## config.mk

```make
export PLATFORM = sky130hd
export DESIGN_NAME = acrx_top
export DESIGN_NICKNAME = d
export VERILOG_FILES = /design/src/rtl/acrx_pkg.sv /design/src/rtl/acrx_framer.sv /design/src/rtl/acrx_shifter.sv /design/src/rtl/acrx_status.sv /design/src/rtl/acrx_pcm_chan.sv /design/src/rtl/acrx_top.sv
export SDC_FILE = /design/constraint.sdc
export NUM_CORES = 1
export LEC_CHECK = 0
export ABC_AREA = 1
export CAP_MARGIN = 0
export CORE_UTILIZATION = 28
export CTS_CLUSTER_SIZE = 28
export DETAILED_ROUTE_END_ITERATION = 8
export PLACE_DENSITY = 0.49
export SLEW_MARGIN = 20
export SYNTH_ARGS = -nofsm -noshare
export SYNTH_HDL_FRONTEND = slang
export SYNTH_SLANG_ARGS = --single-unit
```

## constraint.sdc

```tcl
create_clock -name bclk_i -period 1.75 [get_ports bclk_i]
set_input_delay 0.525 -clock bclk_i [delete_from_list [all_inputs] [get_ports bclk_i]]
set_output_delay 0.525 -clock bclk_i [all_outputs]
set_load 0.03 [all_outputs]
```

## src/rtl/acrx_pkg.sv

```systemverilog
package acrx_pkg;
    localparam int HDR_BITS  = 16;
    localparam int SLOT_BITS = 20;
    localparam int NUM_SLOTS = 12;
    localparam int IDX_BITS  = 7;
    localparam int SMP_BITS  = 16;

    // position of the last bit of slot k within the frame
    function automatic int slot_last_bit(input int hdr_w, input int slot_w, input int k);
        return hdr_w - 1 + slot_w * k;
    endfunction
endpackage

```

## src/rtl/acrx_framer.sv

```systemverilog
module acrx_framer #(
    parameter int FRAME_BITS = 256,
    parameter int CNT_W      = $clog2(FRAME_BITS)
) (
    input  logic             bclk_i,
    input  logic             rst_ni,
    input  logic             sync_i,
    output logic [CNT_W-1:0] bit_idx_o,   // index of the bit sampled at this edge
    output logic [CNT_W-1:0] cnt_o,       // registered index
    output logic             locked_o,
    output logic             err_o
);
    localparam logic [CNT_W-1:0] LAST = CNT_W'(FRAME_BITS - 1);

    typedef struct packed {
        logic             sync;
        logic [CNT_W-1:0] cnt;
        logic             locked;
        logic             err;
    } frm_st_t;

    frm_st_t st_q, st_d;
    logic    rise;

    always_comb begin
        st_d      = st_q;
        rise      = sync_i && !st_q.sync;
        st_d.sync = sync_i;
        st_d.err  = 1'b0;
        if (rise) begin
            st_d.cnt    = '0;
            st_d.locked = 1'b1;
            st_d.err    = st_q.locked && (st_q.cnt != LAST);
        end else if (st_q.cnt == LAST) begin
            st_d.cnt = '0;
        end else begin
            st_d.cnt = st_q.cnt + 1'b1;
        end
    end

    always_ff @(negedge bclk_i or negedge rst_ni) begin
        if (!rst_ni) begin
            st_q <= '0;
        end else begin
            st_q <= st_d;
        end
    end

    assign bit_idx_o = st_d.cnt;
    assign cnt_o     = st_q.cnt;
    assign locked_o  = st_q.locked;
    assign err_o     = st_q.err;

    // an error pulse always coincides with a realigned counter
    a_r9_err_realigns: assert property (@(negedge bclk_i) disable iff (!rst_ni)
        st_q.err |-> (st_q.cnt == '0));
    // an error pulse never lasts two bit clocks
    a_r9_err_pulse: assert property (@(negedge bclk_i) disable iff (!rst_ni)
        st_q.err |=> !st_q.err);
endmodule

```

## src/rtl/acrx_shifter.sv

```systemverilog
module acrx_shifter #(
    parameter int WIDTH = 20
) (
    input  logic             bclk_i,
    input  logic             rst_ni,
    input  logic             sdin_i,
    output logic [WIDTH-1:0] word_o    // includes the bit sampled at this edge
);
    typedef struct packed {
        logic [WIDTH-1:0] sh;
    } sh_st_t;

    sh_st_t st_q, st_d;

    always_comb begin
        st_d    = st_q;
        st_d.sh = {st_q.sh[WIDTH-2:0], sdin_i};
    end

    always_ff @(negedge bclk_i or negedge rst_ni) begin
        if (!rst_ni) begin
            st_q <= '0;
        end else begin
            st_q <= st_d;
        end
    end

    assign word_o = st_d.sh;
endmodule

```

## src/rtl/acrx_status.sv

```systemverilog
module acrx_status #(
    parameter int IDX_W = 7,
    parameter int DAT_W = 16
) (
    input  logic             bclk_i,
    input  logic             rst_ni,
    input  logic [IDX_W-1:0] rd_addr_i,
    input  logic             rd_issue_i,
    input  logic             idx_ld_i,
    input  logic [IDX_W-1:0] idx_i,
    input  logic             cap_i,
    input  logic [DAT_W-1:0] data_i,
    output logic             pend_o,
    output logic             vld_o,
    output logic [IDX_W-1:0] idx_o,
    output logic [DAT_W-1:0] data_o
);
    typedef struct packed {
        logic             pend;
        logic [IDX_W-1:0] addr;
        logic [IDX_W-1:0] echo;
        logic             vld;
        logic [IDX_W-1:0] sidx;
        logic [DAT_W-1:0] data;
    } st_st_t;

    st_st_t st_q, st_d;
    logic   hit;

    always_comb begin
        st_d     = st_q;
        st_d.vld = 1'b0;
        hit      = cap_i && st_q.pend && (st_q.echo == st_q.addr);
        if (idx_ld_i) begin
            st_d.echo = idx_i;
        end
        if (hit) begin
            st_d.vld  = 1'b1;
            st_d.sidx = st_q.echo;
            st_d.data = data_i;
            st_d.pend = 1'b0;
        end
        if (rd_issue_i) begin
            st_d.pend = 1'b1;
            st_d.addr = rd_addr_i;
        end
    end

    always_ff @(negedge bclk_i or negedge rst_ni) begin
        if (!rst_ni) begin
            st_q <= '0;
        end else begin
            st_q <= st_d;
        end
    end

    assign pend_o = st_q.pend;
    assign vld_o  = st_q.vld;
    assign idx_o  = st_q.sidx;
    assign data_o = st_q.data;

    // a capture needs an outstanding read
    a_r7_needs_pending: assert property (@(negedge bclk_i) disable iff (!rst_ni)
        st_q.vld |-> $past(st_q.pend));
    // a capture retires the outstanding read unless a new one was issued
    a_r7_capture_clears: assert property (@(negedge bclk_i) disable iff (!rst_ni)
        (st_q.vld && !$past(rd_issue_i)) |-> !st_q.pend);
    // status strobe lasts one bit clock
    a_r10_stat_single: assert property (@(negedge bclk_i) disable iff (!rst_ni)
        st_q.vld |=> !st_q.vld);
endmodule

```

## src/rtl/acrx_pcm_chan.sv

```systemverilog
module acrx_pcm_chan #(
    parameter int DAT_W = 16
) (
    input  logic             bclk_i,
    input  logic             rst_ni,
    input  logic             cap_i,
    input  logic [DAT_W-1:0] data_i,
    output logic             vld_o,
    output logic [DAT_W-1:0] data_o
);
    typedef struct packed {
        logic             vld;
        logic [DAT_W-1:0] data;
    } ch_st_t;

    ch_st_t st_q, st_d;

    always_comb begin
        st_d     = st_q;
        st_d.vld = cap_i;
        if (cap_i) begin
            st_d.data = data_i;
        end
    end

    always_ff @(negedge bclk_i or negedge rst_ni) begin
        if (!rst_ni) begin
            st_q <= '0;
        end else begin
            st_q <= st_d;
        end
    end

    assign vld_o  = st_q.vld;
    assign data_o = st_q.data;

    // sample strobe lasts one bit clock
    a_r10_pcm_single: assert property (@(negedge bclk_i) disable iff (!rst_ni)
        st_q.vld |=> !st_q.vld);
endmodule

```

## src/rtl/acrx_top.sv

```systemverilog
module acrx_top #(
    parameter int HDR_W  = acrx_pkg::HDR_BITS,
    parameter int SLOT_W = acrx_pkg::SLOT_BITS,
    parameter int NSLOT  = acrx_pkg::NUM_SLOTS,
    parameter int IDX_W  = acrx_pkg::IDX_BITS,
    parameter int SMP_W  = acrx_pkg::SMP_BITS
) (
    input  logic             bclk_i,
    input  logic             rst_ni,
    input  logic             sync_i,
    input  logic             sdin_i,
    input  logic [IDX_W-1:0] rd_addr_i,
    input  logic             rd_issue_i,
    output logic             codec_rdy_o,
    output logic [NSLOT-1:0] slot_tag_o,
    output logic [NSLOT-3:0] slot_req_n_o,
    output logic             rd_pend_o,
    output logic             stat_vld_o,
    output logic [IDX_W-1:0] stat_idx_o,
    output logic [SMP_W-1:0] stat_data_o,
    output logic             left_vld_o,
    output logic [SMP_W-1:0] left_o,
    output logic             right_vld_o,
    output logic [SMP_W-1:0] right_o,
    output logic             mic_vld_o,
    output logic [SMP_W-1:0] mic_o,
    output logic             frame_err_o
);
    import acrx_pkg::*;

    localparam int FRAME_BITS = HDR_W + NSLOT * SLOT_W;
    localparam int CNT_W      = $clog2(FRAME_BITS);
    localparam int REQ_W      = NSLOT - 2;
    localparam int NCH        = 3;
    localparam int CH_SLOT [NCH] = '{3, 4, 6};

    logic [CNT_W-1:0]  bit_idx, cnt_q;
    logic              locked, err;
    logic [SLOT_W-1:0] word;
    logic [NSLOT:0]    end_hit;

    acrx_framer #(.FRAME_BITS(FRAME_BITS), .CNT_W(CNT_W)) u_frm (
        .bclk_i   (bclk_i),
        .rst_ni   (rst_ni),
        .sync_i   (sync_i),
        .bit_idx_o(bit_idx),
        .cnt_o    (cnt_q),
        .locked_o (locked),
        .err_o    (err)
    );

    acrx_shifter #(.WIDTH(SLOT_W)) u_sh (
        .bclk_i(bclk_i),
        .rst_ni(rst_ni),
        .sdin_i(sdin_i),
        .word_o(word)
    );

    for (genvar k = 0; k <= NSLOT; k++) begin : g_end
        assign end_hit[k] = locked && (bit_idx == CNT_W'(slot_last_bit(HDR_W, SLOT_W, k)));
    end

    // header and request registers
    typedef struct packed {
        logic             rdy;
        logic [NSLOT-1:0] tags;
        logic [REQ_W-1:0] req_n;
    } hdr_st_t;

    hdr_st_t hd_q, hd_d;

    always_comb begin
        hd_d = hd_q;
        if (end_hit[0]) begin
            hd_d.rdy = word[HDR_W-1];
            for (int k = 1; k <= NSLOT; k++) begin
                hd_d.tags[k-1] = word[HDR_W-1-k];
            end
        end
        if (end_hit[1]) begin
            hd_d.req_n = word[REQ_W+1:2];
        end
    end

    always_ff @(negedge bclk_i or negedge rst_ni) begin
        if (!rst_ni) begin
            hd_q       <= '0;
            hd_q.req_n <= '1;
        end else begin
            hd_q <= hd_d;
        end
    end

    // status path
    logic stat_cap;
    assign stat_cap = end_hit[2] && hd_q.rdy && hd_q.tags[0] && hd_q.tags[1];

    acrx_status #(.IDX_W(IDX_W), .DAT_W(SMP_W)) u_stat (
        .bclk_i    (bclk_i),
        .rst_ni    (rst_ni),
        .rd_addr_i (rd_addr_i),
        .rd_issue_i(rd_issue_i),
        .idx_ld_i  (end_hit[1]),
        .idx_i     (word[SLOT_W-2 -: IDX_W]),
        .cap_i     (stat_cap),
        .data_i    (word[SLOT_W-1 -: SMP_W]),
        .pend_o    (rd_pend_o),
        .vld_o     (stat_vld_o),
        .idx_o     (stat_idx_o),
        .data_o    (stat_data_o)
    );

    // sample channels
    logic [NCH-1:0]  ch_vld;
    logic [SMP_W-1:0] ch_dat [NCH];

    for (genvar c = 0; c < NCH; c++) begin : g_ch
        logic cap;
        assign cap = end_hit[CH_SLOT[c]] && hd_q.rdy && hd_q.tags[CH_SLOT[c]-1];

        acrx_pcm_chan #(.DAT_W(SMP_W)) u_ch (
            .bclk_i(bclk_i),
            .rst_ni(rst_ni),
            .cap_i (cap),
            .data_i(word[SLOT_W-1 -: SMP_W]),
            .vld_o (ch_vld[c]),
            .data_o(ch_dat[c])
        );

        // a sample strobe implies its slot was tagged
        a_r4_tagged: assert property (@(negedge bclk_i) disable iff (!rst_ni)
            ch_vld[c] |-> hd_q.tags[CH_SLOT[c]-1]);
        // strobe follows the last bit of its slot
        a_r8_position: assert property (@(negedge bclk_i) disable iff (!rst_ni)
            ch_vld[c] |-> (cnt_q == CNT_W'(slot_last_bit(HDR_W, SLOT_W, CH_SLOT[c]))));
    end

    assign left_vld_o  = ch_vld[0];
    assign left_o      = ch_dat[0];
    assign right_vld_o = ch_vld[1];
    assign right_o     = ch_dat[1];
    assign mic_vld_o   = ch_vld[2];
    assign mic_o       = ch_dat[2];

    assign codec_rdy_o  = hd_q.rdy;
    assign slot_tag_o   = hd_q.tags;
    assign slot_req_n_o = hd_q.req_n;
    assign frame_err_o  = err;

    // no capture strobe while the codec is not ready
    a_r3_ready_gates: assert property (@(negedge bclk_i) disable iff (!rst_ni)
        (stat_vld_o || (|ch_vld)) |-> hd_q.rdy);
    // nothing is captured before frame lock
    a_r2_locked_only: assert property (@(negedge bclk_i) disable iff (!rst_ni)
        (stat_vld_o || (|ch_vld)) |-> locked);
    // status strobe implies slots 1 and 2 tagged
    a_r4_stat_tags: assert property (@(negedge bclk_i) disable iff (!rst_ni)
        stat_vld_o |-> (hd_q.tags[0] && hd_q.tags[1]));
    // request flags change only at the end of slot 1
    a_r5_req_hold: assert property (@(negedge bclk_i) disable iff (!rst_ni)
        !$stable(hd_q.req_n) |-> (cnt_q == CNT_W'(slot_last_bit(HDR_W, SLOT_W, 1))));
    // status strobe follows the last bit of slot 2
    a_r6_stat_position: assert property (@(negedge bclk_i) disable iff (!rst_ni)
        stat_vld_o |-> (cnt_q == CNT_W'(slot_last_bit(HDR_W, SLOT_W, 2))));
endmodule

```

==> flow_metrics.tcl <==
set metrics [dict create \
    diodes 0 \
    drive_above_1_share_pct 47.5 \
    max_stage_delay_ps 570 \
    grt_usage_pct 17.9 \
    worst_pin_slew_ps 364 \
    crit_fanout 2 \
    grt_overflow 0 \
    avgSynthCellArea_um2 9.24 \
    cp.depth 1 \
    area_growth_pct 70.8 \
    synth_area_leaders "dfrtn_1 53%, nand2_1 11%, inv_1 4.8%" \
    whs_path_depth 0 \
    dp_hpwl_um 12500 \
    pre_cts_slack_ps -1630 \
    maxCapViolCount 0 \
    slew_viol_final 0 \
    path_delay_family "flip-flops" \
    placed_cell_area_mm2 0.00833 \
    crit_slowest_cell "dfstp_2" \
    core_area_mm2 0.0218 \
    synth_nets 687 \
    yosys.area.top_type "dfrtn_1" \
    port_buffers 111 \
    critPathKind "reg -> out" \
    ir_worst_vdd_mv 0.627 \
    crit_path_cell_trace "buf_12" \
    startpoint_type "flop" \
    yosysUniqueCellTypes 30 \
    globalplace.congestion 0.794 \
    post-route-util_pct 48.7 \
    cts_root_buf "clkbuf_16" \
    die-area_mm2 0.0228 \
    worst_slack_ps -791 \
    netlist_instances 674 \
    critPathRequiredTime_ps 1220 \
    h-tree-depth 4 \
    grt_start_max_net_pins 45 \
    synth_seq_area_share_pct 57.7 \
    rows 54 \
    leakagePower_nw 5.24 \
    cts_made_buffers 17 \
    cts_tree "yes" \
    slew_headroom_pct 75.8 \
    drc 0 \
    grt_pass1_wl_um 30500 \
    drt_iter0_markers 186 \
    stdcell_area_mm2 0.0106 \
    ios 112 \
    ys_ff_latch 143 \
    clkSinkCount 143 \
    endpoint_kind "output port" \
    final_nets 924 \
    via_count 5306 \
    hold_slack_ps 296 \
    route.antenna.remaining_nets 0 \
    die_w_um 151 \
    status "complete, but fails checks" \
    finalHoldViolCount 0 \
    wl_um 19300 \
    yosysWarnings 0 \
    drtPass1Iterations 4 \
    rsz0062_at_grt "true" \
    clk_pin_slew_worst_paths_ps 50 \
    cp_data_arrival_time_ps 2020 \
    clock_path_buffers 2 \
    setup_viol_count_final 214 \
    antenna_found_initial 0 \
    clock_skew_ps 71.5 \
    first_global_vias 5524 \
    hp-class "reg -> reg" \
    synth_top_area_share_pct 53.4 \
    r2r_cells 9 \
    die_h_um 151 \
    crit_buf_inv 1 \
    powerDensity_mw_per_mm2 937 \
    p_total_w 0.00996 \
    syn_area_mm2 0.00623 \
    violations "negative setup slack" \
    worstSkewPairLatency_ps 460 \
    routed_via_density 4.41 \
    drt-wirelength-per-cell_um 16.0 \
    start_util_pct 28.5 \
    hold_buffers 0 \
]
-- metal layers --
layer,global-route usage (%),vias to the layer above,wire length [um]
met5,0,-,0
met4,5.00,0,205
met3,3.16,17,828
met2,29.1,125,9490
met1,24.2,2582,8730
li1,-,2582,-
-- cell usage after synthesis (all sizes together) --
library cell  instances
a21oi                 3
buf                  44
clkbuf                3
dfrtn               133
dfstp                10
ha                    1
inv                  84
nand2               195
nand3                49
nand4                23
nor2                 69
nor3                 18
o21ai                40
xnor2                 1
xor2                  1
-- cell families after synthesis --
kind of cell,share of synthesized area (%)
compound gates,3.88
xor+xnor,0.281
fa+ha+maj,0.201
buf+inv,10.4
flops,57.7
simple gates,27.6
-- state kept, by name, indices dropped and copies added, names as in the netlist, 3 cells and up --
signal	flops
g_ch.u_ch.data_o	48
u_sh.st_q	19
u_stat.data_o	16
u_stat.st_q	14
slot_tag_o	12
slot_req_n_o	10
u_frm.cnt_o	8
u_stat.idx_o	7
g_ch.u_ch.vld_o	3
-- per-stage QoR --
step	setup TNS (ps)	cells
final	-138700	1204
after global routing	-148520	1204
after CTS	-138680	1173
after floorplan	-105820	674
after detailed placement	-204850	1081
after global placement	-203630	1081
-- layout make-up --
| cell class | instances | area [um^2] |
|---|---|---|
| clock inverters | 22 | 218 |
| well taps | 280 | 350 |
| fillers | 1941 | 11200 |
| multi-input cells | 404 | 2590 |
| clock buffers | 20 | 489 |
| inverters | 83 | 329 |
| flip-flops and latches | 143 | 3590 |
| repair buffers | 252 | 3070 |
-- final timing paths --
check | start | endpoint | slack, ps
max | slot_req_n_o[1]$_DFFE_NN1P_ | slot_req_n_o[1] | -790
min | u_sh.st_q[0]$_DFF_NN0_ | u_sh.st_q[1]$_DFF_NN0_ | 300
max reg2reg | u_frm.cnt_o[0]$_DFF_NN0_ | g_ch[0].u_ch.data_o[3]$_DFFE_NN0P_ | -430
min reg2reg | u_sh.st_q[0]$_DFF_NN0_ | u_sh.st_q[1]$_DFF_NN0_ | 300
max in group asynchronous | rst_ni | g_ch[0].u_ch.data_o[12]$_DFFE_NN0P_ | 550
min in group asynchronous | rst_ni | u_frm.cnt_o[0]$_DFF_NN0_ | 700
-- where the power goes --
part | leakage (nW) | total (W) | switching, W | internal [W]
clock | 0.385 | 0.00419 | 0.00155 | 0.00264
combinational | 3.06 | 0.00199 | 0.00105 | 0.000942
sequential | 1.80 | 0.00379 | 0.000257 | 0.00353
total | 5.24 | 0.00996 | 0.00285 | 0.00711
-- timing repair --
action                     in CTS  in global routing
buffers inserted               42                 33
pin swaps                      39                 17
setup endpoints to repair     224                218
gates resized for setup       174                 55
cloned                         10                  0
-- worst register-to-register path: stages (launching register included) --
cell and delay, ps:
dfrtn_1 350, ha_1 280, buf_4 170, xnor2_1 310
nand4_1 240, nor2_4 220, buf_4 240, nand4_1 140
nand2_1 80, inv_1 30
-- placed cells by master, fill, tap and decap left out, types with 21 or more instances in the layout --
master | synthesis | layout
nand2_1 | 186 | 139
dfrtn_1 | 133 | 133
buf_4 | 23 | 94
buf_6 | 7 | 83
inv_1 | 79 | 82
buf_12 | 0 | 59
nor2_1 | 51 | 44
nand2_2 | 7 | 35
nand3_1 | 44 | 30
nand2_4 | 2 | 21
o21ai_1 | 32 | 21
Note: power is estimated with default switching activity, not from simulation.
